`src/rtl/irqc_pkg.sv`:
```
package irqc_pkg;
   // Register offsets within the controller window
   localparam int unsigned OFF_ENABLE  = 0;
   localparam int unsigned OFF_PENDING = 1;
   localparam int unsigned OFF_MASTER  = 2;
   localparam int unsigned MAX_SRC     = 32;
endpackage

```
`src/rtl/irqc_pending.sv`:
```
module irqc_pending #(
   parameter int unsigned NUM_SRC = 16
) (
   input  logic               clk,
   input  logic               rst_n,
   input  logic [NUM_SRC-1:0] src_i,
   input  logic [NUM_SRC-1:0] clr_i,
   output logic [NUM_SRC-1:0] pend_o
);
   generate
      for (genvar i = 0; i < NUM_SRC; i++) begin : g_flag
         logic flag_q;
         always_ff @(posedge clk) begin
            if (!rst_n)         flag_q <= 1'b0;
            else if (src_i[i])  flag_q <= 1'b1;   // event beats clear
            else if (clr_i[i])  flag_q <= 1'b0;
         end
         assign pend_o[i] = flag_q;

         // a set flag with no clear stays set
         a_r2_sticky: assert property (@(posedge clk) disable iff (!rst_n)
            (pend_o[i] && !clr_i[i]) |=> pend_o[i]);
         // an event always leaves the flag set, even against a clear
         a_r8_event_wins: assert property (@(posedge clk) disable iff (!rst_n)
            src_i[i] |=> pend_o[i]);
         // a clear without an event drops the flag
         a_r3_clear: assert property (@(posedge clk) disable iff (!rst_n)
            (clr_i[i] && !src_i[i]) |=> !pend_o[i]);
      end
   endgenerate
endmodule

```
`src/rtl/irqc_regs.sv`:
```
module irqc_regs
   import irqc_pkg::*;
#(
   parameter int unsigned NUM_SRC = 16,
   parameter int unsigned ADDR_W  = 2
) (
   input  logic               clk,
   input  logic               rst_n,
   input  logic               sel_i,
   input  logic               wr_i,
   input  logic [ADDR_W-1:0]  addr_i,
   input  logic [NUM_SRC-1:0] wdata_i,
   input  logic [NUM_SRC-1:0] pend_i,
   output logic [NUM_SRC-1:0] en_o,
   output logic               master_o,
   output logic [NUM_SRC-1:0] clr_o,
   output logic [NUM_SRC-1:0] rdata_o
);
   localparam logic [ADDR_W-1:0] A_EN  = ADDR_W'(OFF_ENABLE);
   localparam logic [ADDR_W-1:0] A_PND = ADDR_W'(OFF_PENDING);
   localparam logic [ADDR_W-1:0] A_MST = ADDR_W'(OFF_MASTER);

   logic               wr_en;
   logic [NUM_SRC-1:0] en_q;
   logic               master_q;

   assign wr_en = sel_i && wr_i;

   always_ff @(posedge clk) begin
      if (!rst_n) begin
         en_q     <= '0;
         master_q <= 1'b0;
      end else if (wr_en) begin
         if (addr_i == A_EN)  en_q     <= wdata_i;
         if (addr_i == A_MST) master_q <= wdata_i[0];
      end
   end

   assign clr_o    = (wr_en && addr_i == A_PND) ? wdata_i : '0;
   assign en_o     = en_q;
   assign master_o = master_q;

   always_comb begin
      rdata_o = '0;
      if (sel_i) begin
         unique case (addr_i)
            A_EN:    rdata_o = en_q;
            A_PND:   rdata_o = pend_i;
            A_MST:   rdata_o[0] = master_q;
            default: rdata_o = '0;
         endcase
      end
   end

   // writes to the enable offset land in the mask
   a_r9_enable_write: assert property (@(posedge clk) disable iff (!rst_n)
      (wr_en && addr_i == A_EN) |=> (en_o == $past(wdata_i)));
endmodule

```
`src/rtl/irqc_gate.sv`:
```
module irqc_gate #(
   parameter int unsigned NUM_SRC = 16
) (
   input  logic               clk,
   input  logic               rst_n,
   input  logic [NUM_SRC-1:0] pend_i,
   input  logic [NUM_SRC-1:0] en_i,
   input  logic               master_i,
   input  logic               cpu_off_i,
   output logic               irq_o
);
   logic any_live;
   assign any_live = |(pend_i & en_i);

   always_ff @(posedge clk) begin
      if (!rst_n) irq_o <= 1'b0;
      else        irq_o <= any_live && master_i && !cpu_off_i;
   end

   // a fully open gate with a live source raises the line next cycle
   a_r4_raise: assert property (@(posedge clk) disable iff (!rst_n)
      (any_live && master_i && !cpu_off_i) |=> irq_o);
   // any closed gate drops the line next cycle
   a_r4_block: assert property (@(posedge clk) disable iff (!rst_n)
      (!master_i || cpu_off_i) |=> !irq_o);
endmodule

```
`src/rtl/irqc_top.sv`:
```
module irqc_top
   import irqc_pkg::*;
#(
   parameter int unsigned NUM_SRC = 16,
   parameter int unsigned ADDR_W  = 2
) (
   input  logic               clk,
   input  logic               rst_n,
   input  logic [NUM_SRC-1:0] src_pulse,
   input  logic               cpu_irq_off,
   input  logic               bus_sel,
   input  logic               bus_wr,
   input  logic [ADDR_W-1:0]  bus_addr,
   input  logic [NUM_SRC-1:0] bus_wdata,
   output logic [NUM_SRC-1:0] bus_rdata,
   output logic               irq
);
   generate
      if (NUM_SRC < 1 || NUM_SRC > MAX_SRC) begin : g_bad_src
         $error("irqc_top: NUM_SRC out of range");
      end
      if (ADDR_W < 2) begin : g_bad_addr
         $error("irqc_top: ADDR_W must cover three offsets");
      end
   endgenerate

   logic [NUM_SRC-1:0] pend;
   logic [NUM_SRC-1:0] en;
   logic [NUM_SRC-1:0] clr;
   logic               master;

   irqc_pending #(.NUM_SRC(NUM_SRC)) u_pend (
      .clk(clk), .rst_n(rst_n), .src_i(src_pulse), .clr_i(clr), .pend_o(pend)
   );

   irqc_regs #(.NUM_SRC(NUM_SRC), .ADDR_W(ADDR_W)) u_regs (
      .clk(clk), .rst_n(rst_n), .sel_i(bus_sel), .wr_i(bus_wr),
      .addr_i(bus_addr), .wdata_i(bus_wdata), .pend_i(pend),
      .en_o(en), .master_o(master), .clr_o(clr), .rdata_o(bus_rdata)
   );

   irqc_gate #(.NUM_SRC(NUM_SRC)) u_gate (
      .clk(clk), .rst_n(rst_n), .pend_i(pend), .en_i(en),
      .master_i(master), .cpu_off_i(cpu_irq_off), .irq_o(irq)
   );

   // nothing requests during or straight after reset
   a_r1_quiet: assert property (@(posedge clk) !rst_n |=> !irq);
endmodule

```
`config.mk`:
```
export PLATFORM = sky130hd
export DESIGN_NAME = irqc_top
export DESIGN_NICKNAME = d
export VERILOG_FILES = /design/src/rtl/irqc_pkg.sv /design/src/rtl/irqc_pending.sv /design/src/rtl/irqc_regs.sv /design/src/rtl/irqc_gate.sv /design/src/rtl/irqc_top.sv
export SDC_FILE = /design/constraint.sdc
export NUM_CORES = 1
export LEC_CHECK = 0
export CORE_UTILIZATION = 40
export CTS_BUF_LIST = sky130_fd_sc_hd__clkbuf_8
export CTS_CLUSTER_SIZE = 16
export DETAILED_ROUTE_END_ITERATION = 6
export PLACE_DENSITY = 0.69
export RECOVER_POWER = 25
export REMOVE_ABC_BUFFERS = 1
export SYNTH_ARGS = -nofsm -noshare
export SYNTH_HDL_FRONTEND = slang
export SYNTH_HIERARCHICAL = 1
export SYNTH_SLANG_ARGS = --single-unit
```
`constraint.sdc`:
```
create_clock -name clk -period 1.3 [get_ports clk]
set_input_delay 0.26 -clock clk [delete_from_list [all_inputs] [get_ports clk]]
set_output_delay 0.26 -clock clk [all_outputs]
set_load 0.05 [all_outputs]
```
==> impl_metrics.csv, run 1 <==
group,metric,value,unit
floorplanning,fp.dieH,71.1,µm
power,finalPower,2550,µW
worst_setup_path,reg2reg_to,"u_gate/irq_o",
power,max-vdd-ir-drop,566,µV
finish,fillers,333,
worst_setup_path,endpoint,"bus_rdata[9]",
global_route,grt_pass1_wl,7510,µm
global_route,grt_usage,19.7,%
worst_setup_path,reg2reg_slack,0.07,ns
synthesis,yosysUniqueCellTypes,21,
routing,drc,3,
cts,clock_latency,0.28,ns
outcome,run_status,"finished, violations left",
worst_setup_path,crit_start,"bus_addr[0]",
cts,clkTransAtPathRegs,0.07,ns
timing,tightest_slew,0.326,ns
finish,nNetsFinal,297,
worst_setup_path,critical_path.slowest_cell,"mux2i_4",
global_route,grt-ovfl-total,0,
synthesis,ys_seq_elements,34,
worst_setup_path,r2r-start,"u_pend/g_flag[2].flag_q",
power,p_per_area,813,nW/µm²
floorplanning,die_x,71.1,µm
routing,viasPerCell,5.00,
timing,fin_crit_sh,105,%
place,post-place-ws,-0.485,ns
floorplanning,start_util,42.6,%
floorplanning,top_level_ports,56,
floorplanning,die_area,5050,µm²
finish,instances_no_fill,311,
place,port_buffers,55,
timing,setup_ws,-0.0633,ns
worst_setup_path,crit_path_max_incr_delay,0.19,ns
timing,setup_viol,14,
timing,skew,0.00725,ns
synthesis,yosys.area.top_type,"dfxtp_1",
cts,cts_sinks,34,
cts,max-clock-path-buffers,2,
synthesis,ys_warn_count,6,
global_route,grt_pass1_vias,1529,
synthesis,syn_inst,208,
worst_setup_path,crit_arrival,1.10,ns
cts,root_buffer,"clkbuf_8",
cts,htreeDepth,2,
outcome,violations,"design-rule violations, negative setup slack",
finish,multi_input_area,1320,µm²
synthesis,synth_area_per_cell,9.17,µm²
worst_setup_path,rr_worst_depth,4,
place,place_area,2580,µm²
routing,routed_wl,4570,µm
cts,cts_tree,"built",
routing,first_iter_violations,129,
synthesis,synthTopCellsByArea,"dfxtp_1 36%, mux2i_1 17%, buf_4 7.5%",
global_route,grt_max_degree,51,
timing,slew_viol_final,0,
finish,layout-drive-gt1-share,37.5,%
timing,maxSlewHeadroom,78.3,%
routing,vias,1554,
job,cap_viol_max_count,0,
finish,antenna_cells,0,
worst_setup_path,path_cells,"buf_8, buf_8, buf_12, mux2i_4, nor2_4, buf_12",
routing,drt-pass1-iter-count,6,
worst_setup_path,worstSetupPathType,"in -> out",
power,leakagePower,0.00115,µW
routing,ant_nets,0,
cts,cts_hold_buf,0,
timing,timing.hold.ws,0.422,ns
routing,routedWlPerCell,14.7,µm
finish,area_growth,64.5,%
floorplanning,rows,24,
finish,ff_latch_area,701,µm²
place,post-dp-hpwl,2750,µm
timing,rsz0062_at_grt,"yes",
place,placedCellCount,296,
global_route,grt_antenna_before_repair,0,
timing,finalCriticalPeriod,1.36,ns
worst_setup_path,path_max_fanout,7,
finish,fin_area,3140,µm²
worst_setup_path,required,1.04,ns
timing,max_freq,734,MHz
hold_path,hold_class,"in -> reg",
place,routabilityCongestion,0.744,
worst_setup_path,worstSetupEndpointType,"primary output",
floorplanning,coreArea,4470,µm²
synthesis,yosysTopAreaCellShare,35.7,%
worst_setup_path,worst_setup_path_start_kind,"input pin",
cts,cts_made_buffers,5,
synthesis,syn_area,1910,µm²
synthesis,synth_seq_area_share,35.7,%
timing,finalHoldViolCount,0,
==> state kept, by name, indices dropped and copies added, names as in the netlist <==
name                  count
u_regs/en_o              16
u_regs/master_o           1
u_pend/g_flag.flag_q     16
u_gate/irq_o              1
==> worst max-delay path, delay by kind of cell <==
| kind | cells | cell delay (ns) |
|---|---|---|
| buffers and inverters | 4 | 0.51 |
| multiplexers | 1 | 0.19 |
| AND/OR/NAND/NOR | 1 | 0.12 |
==> per-layer routing <==
| metal | global-route usage [%] | part of all wire, % | vias to the layer above |
|---|---|---|---|
| met1 | 27.0 | 46 | 711 |
| met4 | 5.11 | 0.87 | 0 |
| met2 | 31.1 | 48 | 48 |
| met3 | 5.13 | 5.4 | 4 |
| met5 | 0 | 0 | - |
| li1 | - | - | 791 |
==> layout by cell type (no fill, tap or decap), types with 6 or more instances in the layout <==
cell,n
dfxtp_2,16
nor2b_1,16
clkdlybuf4s50_1,32
nand2_1,33
nor2_4,15
o21a_1,16
dfxtp_1,18
clkbuf_8,6
buf_12,23
and2_1,13
mux2i_4,15
mux2i_1,18
buf_4,6
==> worst min path at each step <==
stage,endpoint,startpoint,cells past startpoint
floorplan,u_pend/g_flag[0].flag_q,rst_n,1
global placement,u_regs/en_o[6],u_regs/en_o[6],2
detailed placement,u_regs/en_o[6],u_regs/en_o[6],2
CTS,u_pend/g_flag[6].flag_q,rst_n,3
global route,u_pend/g_flag[1].flag_q,rst_n,3
finish,u_pend/g_flag[8].flag_q,rst_n,3
==> cell families (layout without fill, tap and decap cells) <==
kind of cell | count (synthesis) | after routing | share of synthesized area [%]
compound gates | 25 | 25 | 11.5
simple gates | 87 | 88 | 23.4
flops | 34 | 34 | 35.7
mux | 33 | 33 | 17.3
buf+inv | 29 | 79 | 12.1
==> synthesized netlist by cell type (all sizes together) <==
master / n
a221oi: 4
a22o: 4
and2: 16
and4b: 2
and4bb: 1
buf: 25
clkbuf: 4
dfxtp: 34
mux2i: 33
nand2: 33
nand2b: 1
nand4: 1
nand4b: 2
nor2: 15
nor2b: 16
o21a: 16
o21ai: 1
==> where the power goes <==
| part | switching (µW) | total [µW] | internal, µW | leakage [µW] |
|---|---|---|---|---|
| Combinational | 248 | 599 | 351 | 0.000813 |
| Clock | 379 | 798 | 419 | 0.0000524 |
| Sequential | 59.4 | 1150 | 1090 | 0.000285 |
==> timing repair <==
action / CTS / global route
endpoints found under the setup margin: 48 / 17
buffers inserted: 3 / 1
gates cloned: 4 / 0
gates resized for setup: 87 / 21
pin swaps: 18 / 17
==> area by class of cell <==
type	instances	share of cell area, %
multi-input cells	146	41.9
repair buffers	71	30.8
flip-flops and latches	34	22.3
clock buffers	6	2.63
well taps	52	2.07
clock inverters	2	0.279
==> through the flow <==
step           util [%]  TNS, ns
2_1_floorplan         -    -4.95
3_3_place_gp       57.7   -19.22
3_5_place_dp       57.7   -19.44
4_1_cts            68.6   -0.675
5_1_grt            70.2   -0.886
6_report           70.2   -0.495
(Power assumes the default switching activity.)
==> inputs of run 2 (changes only) <==
--- a/config.mk
+++ b/config.mk
@@ -12,6 +12,7 @@
 export PLACE_DENSITY = 0.69
 export RECOVER_POWER = 25
 export REMOVE_ABC_BUFFERS = 1
+export SLEW_MARGIN = 40
 export SYNTH_ARGS = -nofsm -noshare
 export SYNTH_HDL_FRONTEND = slang
 export SYNTH_HIERARCHICAL = 1
==> constraint.sdc (replaced) <==
create_clock -name clk -period 1.6 [get_ports clk]
set_input_delay 0.32 -clock clk [delete_from_list [all_inputs] [get_ports clk]]
set_output_delay 0.32 -clock clk [all_outputs]
set_load 0.05 [all_outputs]
==> impl_metrics.csv, run 2 (same netlist as run 1, synthesis figures left out) <==
group,metric,value,unit
routing,vias,1544,
timing,fin_tns_setup,0,ns
worst_setup_path,critical_path.slowest_cell,"mux2i_2",
cts,clock_latency,0.29,ns
cts,max-clock-path-buffers,2,
finish,final_common_cell,"dfxtp_1",
place,port_buffers,55,
power,leakagePower,0.00111,µW
worst_setup_path,crit_path_max_incr_delay,0.30,ns
place,post-place-ws,-0.327,ns
finish,mostFrequentLayoutCells,"34 x dfxtp_1, 33 x clkdlybuf4s50_1, 33 x nand2_1",
finish,layout-drive-gt1-share,27.3,%
timing,max_freq,651,MHz
place,place_area,2550,µm²
worst_setup_path,required,1.28,ns
power,switchingPower,547,µW
timing,rsz0062_at_grt,"no",
floorplanning,die_area,5050,µm²
routing,viasPerCell,5.01,
timing,finalHoldViolCount,0,
floorplanning,fp.dieH,71.1,µm
timing,setup_ws,0.0636,ns
routing,first_iter_violations,107,
cts,cts_sinks,34,
global_route,grt_usage,19.3,%
floorplanning,coreArea,4470,µm²
finish,nNetsFinal,294,
place,post-dp-hpwl,2890,µm
timing,setup_viol,0,
hold_path,hold_class,"reg -> reg",
worst_setup_path,cp.depth,5,
finish,fin_area,2950,µm²
global_route,grt_max_degree,29,
worst_setup_path,r2r-start,"u_pend/g_flag[0].flag_q",
worst_setup_path,reg2reg_to,"u_gate/irq_o",
worst_setup_path,crit_arrival,1.22,ns
power,pwr-share-comb,21.2,%
timing,slew_viol_final,0,
cts,clkTransAtPathRegs,0.07,ns
power,max-vdd-ir-drop,569,µV
worst_setup_path,critical_path_buf_inv_count,3,
finish,fillers,355,
cts,cts_tree,"built",
cts,root_buffer,"clkbuf_8",
global_route,grt_antenna_before_repair,0,
timing,tightest_slew,0.606,ns
routing,drt-pass1-iter-count,6,
power,finalPower,2120,µW
worst_setup_path,path_cells,"buf_2, clkbuf_16, mux2i_2, nor2_4, buf_12",
cts,cts_hold_buf,0,
timing,maxSlewHeadroom,59.8,%
floorplanning,top_level_ports,56,
worst_setup_path,worstSetupPathType,"in -> out",
timing,fin_crit_sh,96.0,%
worst_setup_path,path_max_fanout,5,
worst_setup_path,critPathTopFamily,"buffers and inverters",
floorplanning,start_util,42.6,%
routing,ant_nets,0,
worst_setup_path,worstSetupEndpointType,"primary output",
global_route,grt-ovfl-total,0,
place,routabilityCongestion,0.799,
worst_setup_path,reg2reg_slack,0.32,ns
power,p_int,1570,µW
finish,antenna_cells,0,
floorplanning,die_x,71.1,µm
power,p_per_area,719,nW/µm²
power,clock_power_share,35.2,%
worst_setup_path,worst_setup_path_start_kind,"input pin",
routing,drc,3,
worst_setup_path,endpoint,"bus_rdata[1]",
global_route,grt_pass1_wl,7370,µm
outcome,violations,"design-rule violations",
power,seqPwrFrac,43.6,%
routing,routed_wl,4720,µm
cts,cts_made_buffers,5,
timing,finalCriticalPeriod,1.54,ns
floorplanning,rows,24,
cts,htreeDepth,2,
power,swShare,25.8,%
global_route,grt_pass1_vias,1539,
worst_setup_path,rr_worst_depth,4,
finish,area_growth,54.7,%
routing,routedWlPerCell,15.3,µm
timing,skew,0.00453,ns
job,cap_viol_max_count,0,
worst_setup_path,crit_start,"bus_addr[0]",
outcome,run_status,"finished, violations left",
[run 2: how the worst min path moves through the flow]
| stage | startpoint | endpoint | slack, ns | cells past startpoint |
|---|---|---|---|---|
| finish | u_regs/en_o[5] | u_regs/en_o[5] | 0.48 | 2 |
| global route | u_regs/en_o[5] | u_regs/en_o[5] | 0.49 | 2 |
| CTS | u_regs/en_o[5] | u_regs/en_o[5] | 0.48 | 2 |
| detailed placement | u_regs/en_o[5] | u_regs/en_o[5] | 0.46 | 2 |
| global placement | u_regs/en_o[1] | u_regs/en_o[1] | 0.46 | 2 |
| floorplan | rst_n | u_pend/g_flag[0].flag_q | 0.44 | 1 |
[run 2: area by class of cell]
class	count	area (µm²)	share of cell area, %
repair buffers	69	887	30.1
multi-input cells	145	1210	40.9
flip-flops and latches	34	681	23.1
clock buffers	8	110	3.73
well taps	52	65.1	2.20
[run 2: worst register-to-register path: stages (launching register included)]
cell and delay, ns:
dfxtp_1 0.35, a22o_1 0.24, a221oi_1 0.25, nand4_1 0.14, and4b_1 0.20
[run 2: stage by stage]
stage / hold slack, ns / util, % / std cells
after floorplan: 0.438 / - / 179
after global placement: 0.458 / 56.9 / 296
after detailed placement: 0.462 / 56.9 / 296
after CTS: 0.478 / 65.5 / 307
final: 0.479 / 66.0 / 308
after global routing: 0.494 / 66.0 / 308
[run 2: power groups by stage]
stage          clock network, µW  logic, µW  registers, µW
3_5_place_dp                   0        363            936
5_1_grt                      805        476            930
4_1_cts                      762        440            924
6_report                     747        449            925
3_3_place_gp                   0        359            935
2_1_floorplan                  0        148            927
[run 2: routing by layer]
metal	GRT usage [%]	up-vias	wire [µm]
met3	3.70	8	184
met2	32.4	37	2310
met1	24.8	721	2160
li1	-	778	-
met5	0	-	0
met4	7.33	0	70
[run 2: timing repair]
| item | CTS | global route |
|---|---|---|
| gates resized for setup | 57 | 4 |
| cloned | 2 | 1 |
| pin swaps | 12 | 0 |
| buffers inserted | 1 | 0 |
| setup endpoints to repair | 16 | 10 |
